File: src/rtl/disp_spi_dc_master.sv
module disp_spi_dc_master #(
  parameter int CLK_HZ       = 200_000_000,
  parameter int WRITE_HZ     = 40_000_000,
  parameter int CMD_HZ       = 10_000_000,
  parameter int READ_CEIL_HZ = 2_000_000,
  parameter int SHORT_MAX    = 64,
  parameter int LEN_W        = 16,
  parameter logic [7:0] OP_MEMWR  = 8'h2C,
  parameter logic [7:0] OP_ID     = 8'h04,
  parameter logic [7:0] OP_STATUS = 8'h09
) (
  input  logic             clk,
  input  logic             rst_n,
  input  logic             start,
  input  logic [7:0]       req_cmd,
  input  logic             req_read,
  input  logic [LEN_W-1:0] req_len,
  input  logic [7:0]       tx_data,
  output logic             tx_take,
  output logic [7:0]       rx_data,
  output logic             rx_valid,
  output logic             busy,
  output logic             done,
  output logic             err,
  output logic             sclk,
  output logic             mosi,
  input  logic             miso,
  output logic             cs_n,
  output logic             dc
);
  localparam int CMD_EFF   = (CMD_HZ < WRITE_HZ) ? CMD_HZ : WRITE_HZ;
  localparam int RD_EFF    = (WRITE_HZ / 2 < READ_CEIL_HZ) ? WRITE_HZ / 2 : READ_CEIL_HZ;
  localparam int FAST_HALF = (CLK_HZ + 2 * WRITE_HZ - 1) / (2 * WRITE_HZ);
  localparam int CMD_HALF  = (CLK_HZ + 2 * CMD_EFF - 1) / (2 * CMD_EFF);
  localparam int RD_HALF   = (CLK_HZ + 2 * RD_EFF - 1) / (2 * RD_EFF);
  localparam int HW        = $clog2(RD_HALF + 1);

  typedef enum logic [2:0] {S_IDLE, S_CMD, S_LOAD, S_DATA, S_RD, S_END} st_t;

  st_t            st;
  logic [HW-1:0]  hc, half_r;
  logic [4:0]     nbit;
  logic [15:0]    sh;
  logic [LEN_W:0] left;
  logic           rd, wide, skew, first_raw, take_hi, short_r;
  logic [7:0]     lo, rxsh, prev;

  wire shifting = (st == S_CMD) || (st == S_DATA) || (st == S_RD);
  wire tick     = (hc == half_r - HW'(1));
  wire is_skew  = (req_cmd == OP_ID) || (req_cmd == OP_STATUS);
  wire bad_req  = req_read && ((req_len == '0) ||
                  ((req_cmd == OP_ID) && (req_len != LEN_W'(3))) ||
                  ((req_cmd == OP_STATUS) && (req_len != LEN_W'(4))));
  wire [7:0] raw = {rxsh[6:0], miso};

  assign mosi    = sh[15];
  assign busy    = (st != S_IDLE);
  assign tx_take = (st == S_LOAD);

  always_ff @(posedge clk or negedge rst_n) begin
    if (!rst_n) begin
      st <= S_IDLE; hc <= '0; half_r <= HW'(CMD_HALF); nbit <= '0; sh <= '0;
      left <= '0; rd <= 1'b0; wide <= 1'b0; skew <= 1'b0; first_raw <= 1'b0;
      take_hi <= 1'b0; short_r <= 1'b0; lo <= '0; rxsh <= '0; prev <= '0;
      rx_data <= '0; rx_valid <= 1'b0; done <= 1'b0; err <= 1'b0;
      sclk <= 1'b0; cs_n <= 1'b1; dc <= 1'b0;
    end else begin
      done <= 1'b0; err <= 1'b0; rx_valid <= 1'b0;
      if (shifting) begin
        if (!tick) begin
          hc <= hc + HW'(1);
        end else begin
          hc <= '0;
          sclk <= ~sclk;
          if (!sclk) begin
            if (st == S_RD) rxsh <= raw;
          end else begin
            nbit <= nbit - 5'd1;
            sh   <= {sh[14:0], 1'b0};
            if (nbit == 5'd1) begin
              case (st)
                S_CMD: begin
                  if (rd) begin
                    st <= S_RD; nbit <= 5'd8;
                  end else if (left == '0) begin
                    st <= S_END;
                  end else begin
                    st <= S_LOAD; dc <= 1'b1;
                    half_r <= short_r ? HW'(CMD_HALF) : HW'(FAST_HALF);
                  end
                end
                S_DATA: st <= (left == '0) ? S_END : S_LOAD;
                default: begin
                  prev <= rxsh;
                  if (!skew) begin
                    rx_data <= rxsh; rx_valid <= 1'b1;
                  end else if (first_raw) begin
                    first_raw <= 1'b0;
                  end else begin
                    rx_data <= {prev[6:0], rxsh[7]}; rx_valid <= 1'b1;
                  end
                  left <= left - 1'b1;
                  if (left == (LEN_W+1)'(1)) st <= S_END;
                  else nbit <= 5'd8;
                end
              endcase
            end
          end
        end
      end else begin
        case (st)
          S_IDLE: if (start) begin
            if (bad_req) begin
              err <= 1'b1;
            end else begin
              st <= S_CMD; cs_n <= 1'b0; dc <= 1'b0; hc <= '0;
              sh <= {req_cmd, 8'h00}; nbit <= 5'd8;
              rd <= req_read;
              skew <= req_read && is_skew;
              first_raw <= 1'b1;
              wide <= !req_read && (req_cmd == OP_MEMWR);
              short_r <= (req_len <= LEN_W'(SHORT_MAX));
              half_r <= req_read ? HW'(RD_HALF) : HW'(CMD_HALF);
              left <= {1'b0, req_len} + (LEN_W+1)'(req_read && is_skew);
            end
          end
          S_LOAD: begin
            hc <= '0;
            left <= left - 1'b1;
            if (take_hi) begin
              sh <= {tx_data, lo}; nbit <= 5'd16; take_hi <= 1'b0; st <= S_DATA;
            end else if (wide && left >= (LEN_W+1)'(2)) begin
              lo <= tx_data; take_hi <= 1'b1;
            end else begin
              sh <= {tx_data, 8'h00}; nbit <= 5'd8; st <= S_DATA;
            end
          end
          S_END: begin
            cs_n <= 1'b1; dc <= 1'b0; done <= 1'b1; st <= S_IDLE;
          end
          default: st <= S_IDLE;
        endcase
      end
    end
  end
endmodule

File: config.mk
export PLATFORM = sky130hd
export DESIGN_NAME = disp_spi_dc_master
export DESIGN_NICKNAME = d
export VERILOG_FILES = /design/src/rtl/disp_spi_dc_master.sv
export SDC_FILE = /design/constraint.sdc
export NUM_CORES = 1
export LEC_CHECK = 0
export BUFFER_PORTS_ARGS = -buffer_cell sky130_fd_sc_hd__buf_2
export CAP_MARGIN = 20
export CORE_MARGIN = 4
export CORE_UTILIZATION = 56
export CTS_BUF_LIST = sky130_fd_sc_hd__clkbuf_2 sky130_fd_sc_hd__clkbuf_4 sky130_fd_sc_hd__clkbuf_8
export DETAILED_ROUTE_END_ITERATION = 12
export PLACE_DENSITY = 0.79
export SKIP_CTS_REPAIR_TIMING = 1
export SLEW_MARGIN = 20
export SYNTH_ARGS = -nofsm -noshare
export SYNTH_HDL_FRONTEND = slang
export SYNTH_SLANG_ARGS = --single-unit
File: constraint.sdc
create_clock -name clk -period 2.7 [get_ports clk]
set_clock_uncertainty 0.2 [all_clocks]
set_input_delay 0.81 -clock clk [delete_from_list [all_inputs] [get_ports clk]]
set_output_delay 0.81 -clock clk [all_outputs]
set_load 0.05 [all_outputs]
==> out/summary.txt, run 1 <==
Layout cells sized above 1: 0.413
Post-route cell area: 6980 µm²
Crit path DAT: 2.97 ns
Reg-to-reg critical path endpoint: sh[6]$_DFFE_PN0P_
Post-synthesis adder-cell area fraction: 0.0186
Critical Path, Cell by Cell: buf_6 -> or4_4 -> a211oi_2 -> and2_4 -> ha_4 -> ha_4 -> and4_4 -> nand3_2 -> xor2_1 -> a32oi_1 -> o22a_1
Slowest stage delay, CP: 0.55 ns
Drt pass-1 iters: 5
Max-slew violations: 0
Largest family of logic cells by synthesized area: compound AO/OA/AOI/OAI gates
Total wire length: 14800 µm
Number of buffers created by CTS: 9
Seq/Total Area, Yosys: 0.433
Row cnt: 35
Clock root buffer: clkbuf_8
Placer Congestion: 0.908
Fin util: 0.752
Vias per inst: 6.15
Vias in the first global route: 4827
Filler Cell Count: 606
Startpoint Class: input port
Clk buf depth: 2
Dpl hpwl: 10500 µm
Worst path slowest cell: or4_4
Nets: 715
Full die area: 11200 µm²
WP buf/inv: 1
WL/cell: 18.4 µm
Top-count cell post-synth: dfrtp_1
Critical Path End: left[14]$_DFFE_PN0P_
Avg Inst Size Synth: 10.1 µm²
Iter 0 DRT Violations: 367
Largest net degree at the start of global routing: 47
Reg2Reg Depth: 7
GR Util All Layers: 0.256
CTS tree: yes
Hold WC Path Type: input port to asynchronous set/reset pin
Max Cap Violations: 0
CTS H-tree lvls: 3
Syn Inst Count: 533
Power per cell area: 699 nW/µm²
Antenna Nets Post-Route: 0
Core area: 9280 µm²
Post-synth top area cell: dfrtp_1
Syn. warnings: 0
Clock Sinks: 93
Final setup margin: -0.203 ns
Vias: 4948
First-pass GRT wire length: 23500 µm
Multi-input gate area: 3110 µm²
Compound-Gate Fraction of Synth Area: 0.172
Crit. End Element: flop
VDD IR max: 0.450 mV
Synth Register Bits: 93
# setup viols final: 27
Final worst-path cycle share: 1.08
Post-synthesis cell type count: 62
R2R Setup Slk: -0.12 ns
Clock transition at path regs: 0.11 ns
Synth top area share: 0.424
Ant. Diodes: 0
I/O Buffers: 53
Synth cell count leaders: dfrtp_1 (91), mux2_2 (45), nor2_1 (40), o21ai_0 (35), nand2_1 (33)
Grt ovf: 0
RSZ-0062 raised after global routing: yes
Post-Synth XOR/XNOR Area: 0.0277
Peak Freq: 0.344 GHz
FFs w/ async S/R, synth: 1.00
Insertion delay to the later sink of the worst-skew pair: 0.37 ns
Worst setup path start: req_cmd[7]
I/O pins: 54
Status: finished, violations left
Mapped cell area: 5380 µm²
Post-synth EDFFs: 0
Kind of critical path: input port to flop
WP depth: 11
Total power: 4.88 mW
Pre-CTS setup slack: -0.629 ns
Mux cell area share after synthesis: 0.151
Final-report hold violation count: 0
Top cell by count, worst path: ha_4
Top cells by area, synth: dfrtp_1 (42%), mux2_2 (9.4%), mux2_4 (3.6%), o21ai_0 (3.3%), nor2_1 (2.8%)
Syn Nets: 578
Width of the die: 106 µm
FF+latch area: 2330 µm²
Starting density of the core: 0.579
Crit path max-delay family: simple AND/OR/NAND/NOR gates
Placed cell areas: 6490 µm²
Dominant synthesized flop cell: dfrtp_1
CP required: 2.76 ns
CP Max Fanout: 5
Failing checks: negative setup slack
Pleak: 3.22 nW
Chip Height: 106 µm
Measured slew at the worst slew-check pin: 0.704 ns
Max_slew headroom: 0.527
Min Tclk post-route: 2.90 ns
Area delta synth->final: 29.9%
Simple logic cell fraction of the synthesized area: 0.163
Initial antenna violation count: 0
DRC: 0
RR Startpoint: left[7]$_DFFE_PN0P_
Worst hold slack: 0.139 ns
[power by group]
group          internal [mW]  switching [mW]
Clock                  0.367           0.572
Combinational           1.01            1.15
Sequential              1.60           0.176
Total                   2.98            1.90
[final cells by class]
type,count,area share
timing repair buffer,151,0.159
sequential,93,0.334
inverter,19,0.0108
clock buffer,9,0.0177
multi-input combinational,396,0.445
tap,129,0.0231
clock inverter,7,0.0109
[kinds of logic after synthesis]
| family | after synthesis |
|---|---|
| buf+inv | 44 |
| flops | 93 |
| mux | 69 |
| compound gates | 138 |
| fa+ha+maj | 8 |
| simple gates | 164 |
| xor+xnor | 17 |
[layout by cell type (no fill, tap or decap), drive strengths merged, types with 15 or more instances in the layout]
cell type / n
a21oi: 23
a31oi: 18
buf: 151
dfrtp: 91
inv: 21
mux2: 58
nand2: 33
nand3: 15
nor2: 40
nor3: 19
o21ai: 36
[sequential cells by signal (all words and copies together) (netlist names), 3 cells and up]
register  cells
left         17
sh           16
lo            8
rx_data       8
rxsh          8
prev          7
hc            6
nbit          5
half_r        3
st            3
[metrics by stage]
step	TNS [ns]	cells
finish	-2.93	804
global placement	-19.44	782
global route	-4.74	804
floorplan	-8.40	533
detailed placement	-21.64	782
CTS	-5.49	798
[worst min-delay path by stage]
stage | from | endpoint | slack, ns | cells past startpoint
2_1_floorplan | take_hi$_DFFE_PN0P_ | take_hi$_DFFE_PN0P_ | 0.26 | 1
3_3_place_gp | lo[0]$_DFFE_PN0P_ | sh[0]$_DFFE_PN0P_ | 0.28 | 1
3_5_place_dp | take_hi$_DFFE_PN0P_ | take_hi$_DFFE_PN0P_ | 0.28 | 1
4_1_cts | rst_n | rx_data[0]$_DFFE_PN0P_ | 0.15 | 1
5_1_grt | rst_n | rx_data[0]$_DFFE_PN0P_ | 0.15 | 1
6_report | rst_n | rx_data[0]$_DFFE_PN0P_ | 0.14 | 1
[per-layer routing]
| metal | track usage | routed length [µm] | up-vias |
|---|---|---|---|
| met1 | 0.333 | 6040 | 2450 |
| met4 | 0.0685 | 354 | 0 |
| met5 | 0 | 0 | - |
| met2 | 0.444 | 7580 | 207 |
| met3 | 0.0461 | 782 | 44 |
| li1 | - | - | 2247 |
No activity file was read; power rests on OpenSTA's default activity.
==> run 2, diff against run 1 <==
==> constraint.sdc (replaced) <==
create_clock -name clk -period 2.7 [get_ports clk]
set_clock_uncertainty 0.2 [all_clocks]
set_input_delay 0.135 -clock clk [delete_from_list [all_inputs] [get_ports clk]]
set_output_delay 0.135 -clock clk [all_outputs]
set_load 0.05 [all_outputs]
==> run 2 against run 1 <==
Compared with the run above: the flow still finishes with violations (negative setup slack); clock-buffer cell count unchanged; sequential power about the same; combinational power down 4%; global-route usage is 0.26 points lower; clock power is 9.7% higher; fmax grew 4.6%; critical path depth down 4; flip-flop and latch count stayed put; largest power group unchanged.
==> out/summary.txt, run 2 (synthesized netlist as in run 1, its figures left out) <==
Status: finished, violations left
Failing checks: negative setup slack
Most common cell after layout, fill and taps aside: dfrtp_1
Drt pass-1 iters: 4
Vias: 4816
Clock transition at path regs: 0.10 ns
FF+latch area: 2330 µm²
Largest registers: left x17, sh x16
Max_slew headroom: 0.624
Kind of critical path: flop to flop
Multi-input gate area: 2940 µm²
Largest net degree at the start of global routing: 56
Starting density of the core: 0.579
Final worst-path cycle share: 1.03
I/O Buffers: 53
Reg with most FFs: left
Ant. Diodes: 0
Crit. End Element: flop
Number of buffers created by CTS: 9
Dpl hpwl: 10400 µm
Clock Sinks: 93
Antenna Nets Post-Route: 0
I/O pins: 54
Crit path DAT: 2.83 ns
Clock root buffer: clkbuf_8
Total power: 4.87 mW
# setup viols final: 15
CTS H-tree lvls: 3
Row cnt: 35
VDD IR max: 0.478 mV
Commonest non-fill, non-tap cells in the layout: dfrtp_1 (91), buf_4 (73), buf_2 (52), mux2_2 (45), nor2_1 (39)
Max-slew violations: 0
Worst setup path start: left[11]$_DFFE_PN0P_
Max reg flops: 17
Filler Cell Count: 664
First-pass GRT wire length: 23100 µm
Chip Height: 106 µm
Startpoint Class: flop
Vias per inst: 6.04
GR Util All Layers: 0.254
Peak Freq: 0.360 GHz
Min Tclk post-route: 2.78 ns
Clk buf depth: 2
Placer Congestion: 0.902
Initial antenna violation count: 0
CTS tree: yes
Vias in the first global route: 4718
WL/cell: 18.3 µm
Width of the die: 106 µm
Final setup margin: -0.0763 ns
CP required: 2.75 ns
RSZ-0062 raised after global routing: yes
Measured slew at the worst slew-check pin: 0.558 ns
Pleak: 3.16 nW
Final-report hold violation count: 0
Max Cap Violations: 0
Hold WC Path Type: input port to flop
Post-route insts no fill: 798
Full die area: 11200 µm²
Inst Count DP: 767
Post-route cell area: 6760 µm²
Total wire length: 14600 µm
Layout cells sized above 1: 0.350
Placed cell areas: 6350 µm²
Worst hold slack: 0.0219 ns
Core area: 9280 µm²
Iter 0 DRT Violations: 300
Power per cell area: 721 nW/µm²
Min-delay src: req_len[15]
RR Startpoint: left[11]$_DFFE_PN0P_
Area delta synth->final: 25.7%
CP Max Fanout: 5
Fin util: 0.728
Grt ovf: 0
DRC: 0
Nets: 709
Insertion delay to the later sink of the worst-skew pair: 0.36 ns
-- run 2: changes by cell type in the layout (fill, tap and decap cells not counted), sizes merged --
cell / change
buf: -21
bufinv: +2
clkinv: -1
clkinvlp: -1
dlygate4sd3: +13
or2: +2
-- run 2: worst paths after layout --
path | to | slack, ns | cells past startpoint
setup / recovery | nbit[3]$_DFFE_PN0P_ | -0.08 | 7
hold / removal | left[15]$_DFFE_PN0P_ | 0.02 | 4
setup reg to reg | nbit[3]$_DFFE_PN0P_ | -0.08 | 7
hold reg to reg | sh[15]$_DFFE_PN0P_ | 0.31 | 1
max in group asynchronous | half_r[3]$_DFFE_PN1P_ | 1.50 | 3
min in group asynchronous | nbit[4]$_DFFE_PN0P_ | 0.08 | 2
-- run 2: area by class of cell --
| class | instances | area share |
|---|---|---|
| multi-input cells | 398 | 0.435 |
| flip-flops and latches | 93 | 0.345 |
| repair buffers | 143 | 0.154 |
| well taps | 129 | 0.0239 |
| clock buffers | 9 | 0.0183 |
| clock inverters | 7 | 0.0143 |
| inverters | 19 | 0.0106 |
-- run 2: power breakdown --
group | switching [mW] | leakage, nW | internal [mW] | total [mW]
registers | 0.167 | 1.19 | 1.60 | 1.77
logic | 1.11 | 1.85 | 0.963 | 2.08
clock network | 0.503 | 0.114 | 0.527 | 1.03
-- run 2: metal layers --
layer  vias to the layer above  track usage  part of all wire
li1                       2241            -                 -
met1                      2389        0.335              0.43
met2                       167        0.434              0.51
met3                        19       0.0395             0.046
met4                         0       0.0740             0.014
met5                         -            0                 0
-- run 2: critical path, stage by stage (launching register included) --
cell and delay [ns]:
dfrtp_1 0.40, or4_4 0.56, nor4_4 0.38, nor2_1 0.08
or3_4 0.37, or2_4 0.33, buf_12 0.15, o22a_1 0.20
-- run 2: stage by stage --
step | setup slack (ns) | TNS (ns)
6_report | -0.0763 | -0.608
5_1_grt | -0.108 | -1.51
4_1_cts | -0.107 | -1.43
3_5_place_dp | -0.259 | -3.24
3_3_place_gp | -0.232 | -2.37
2_1_floorplan | -0.00889 | -0.0889
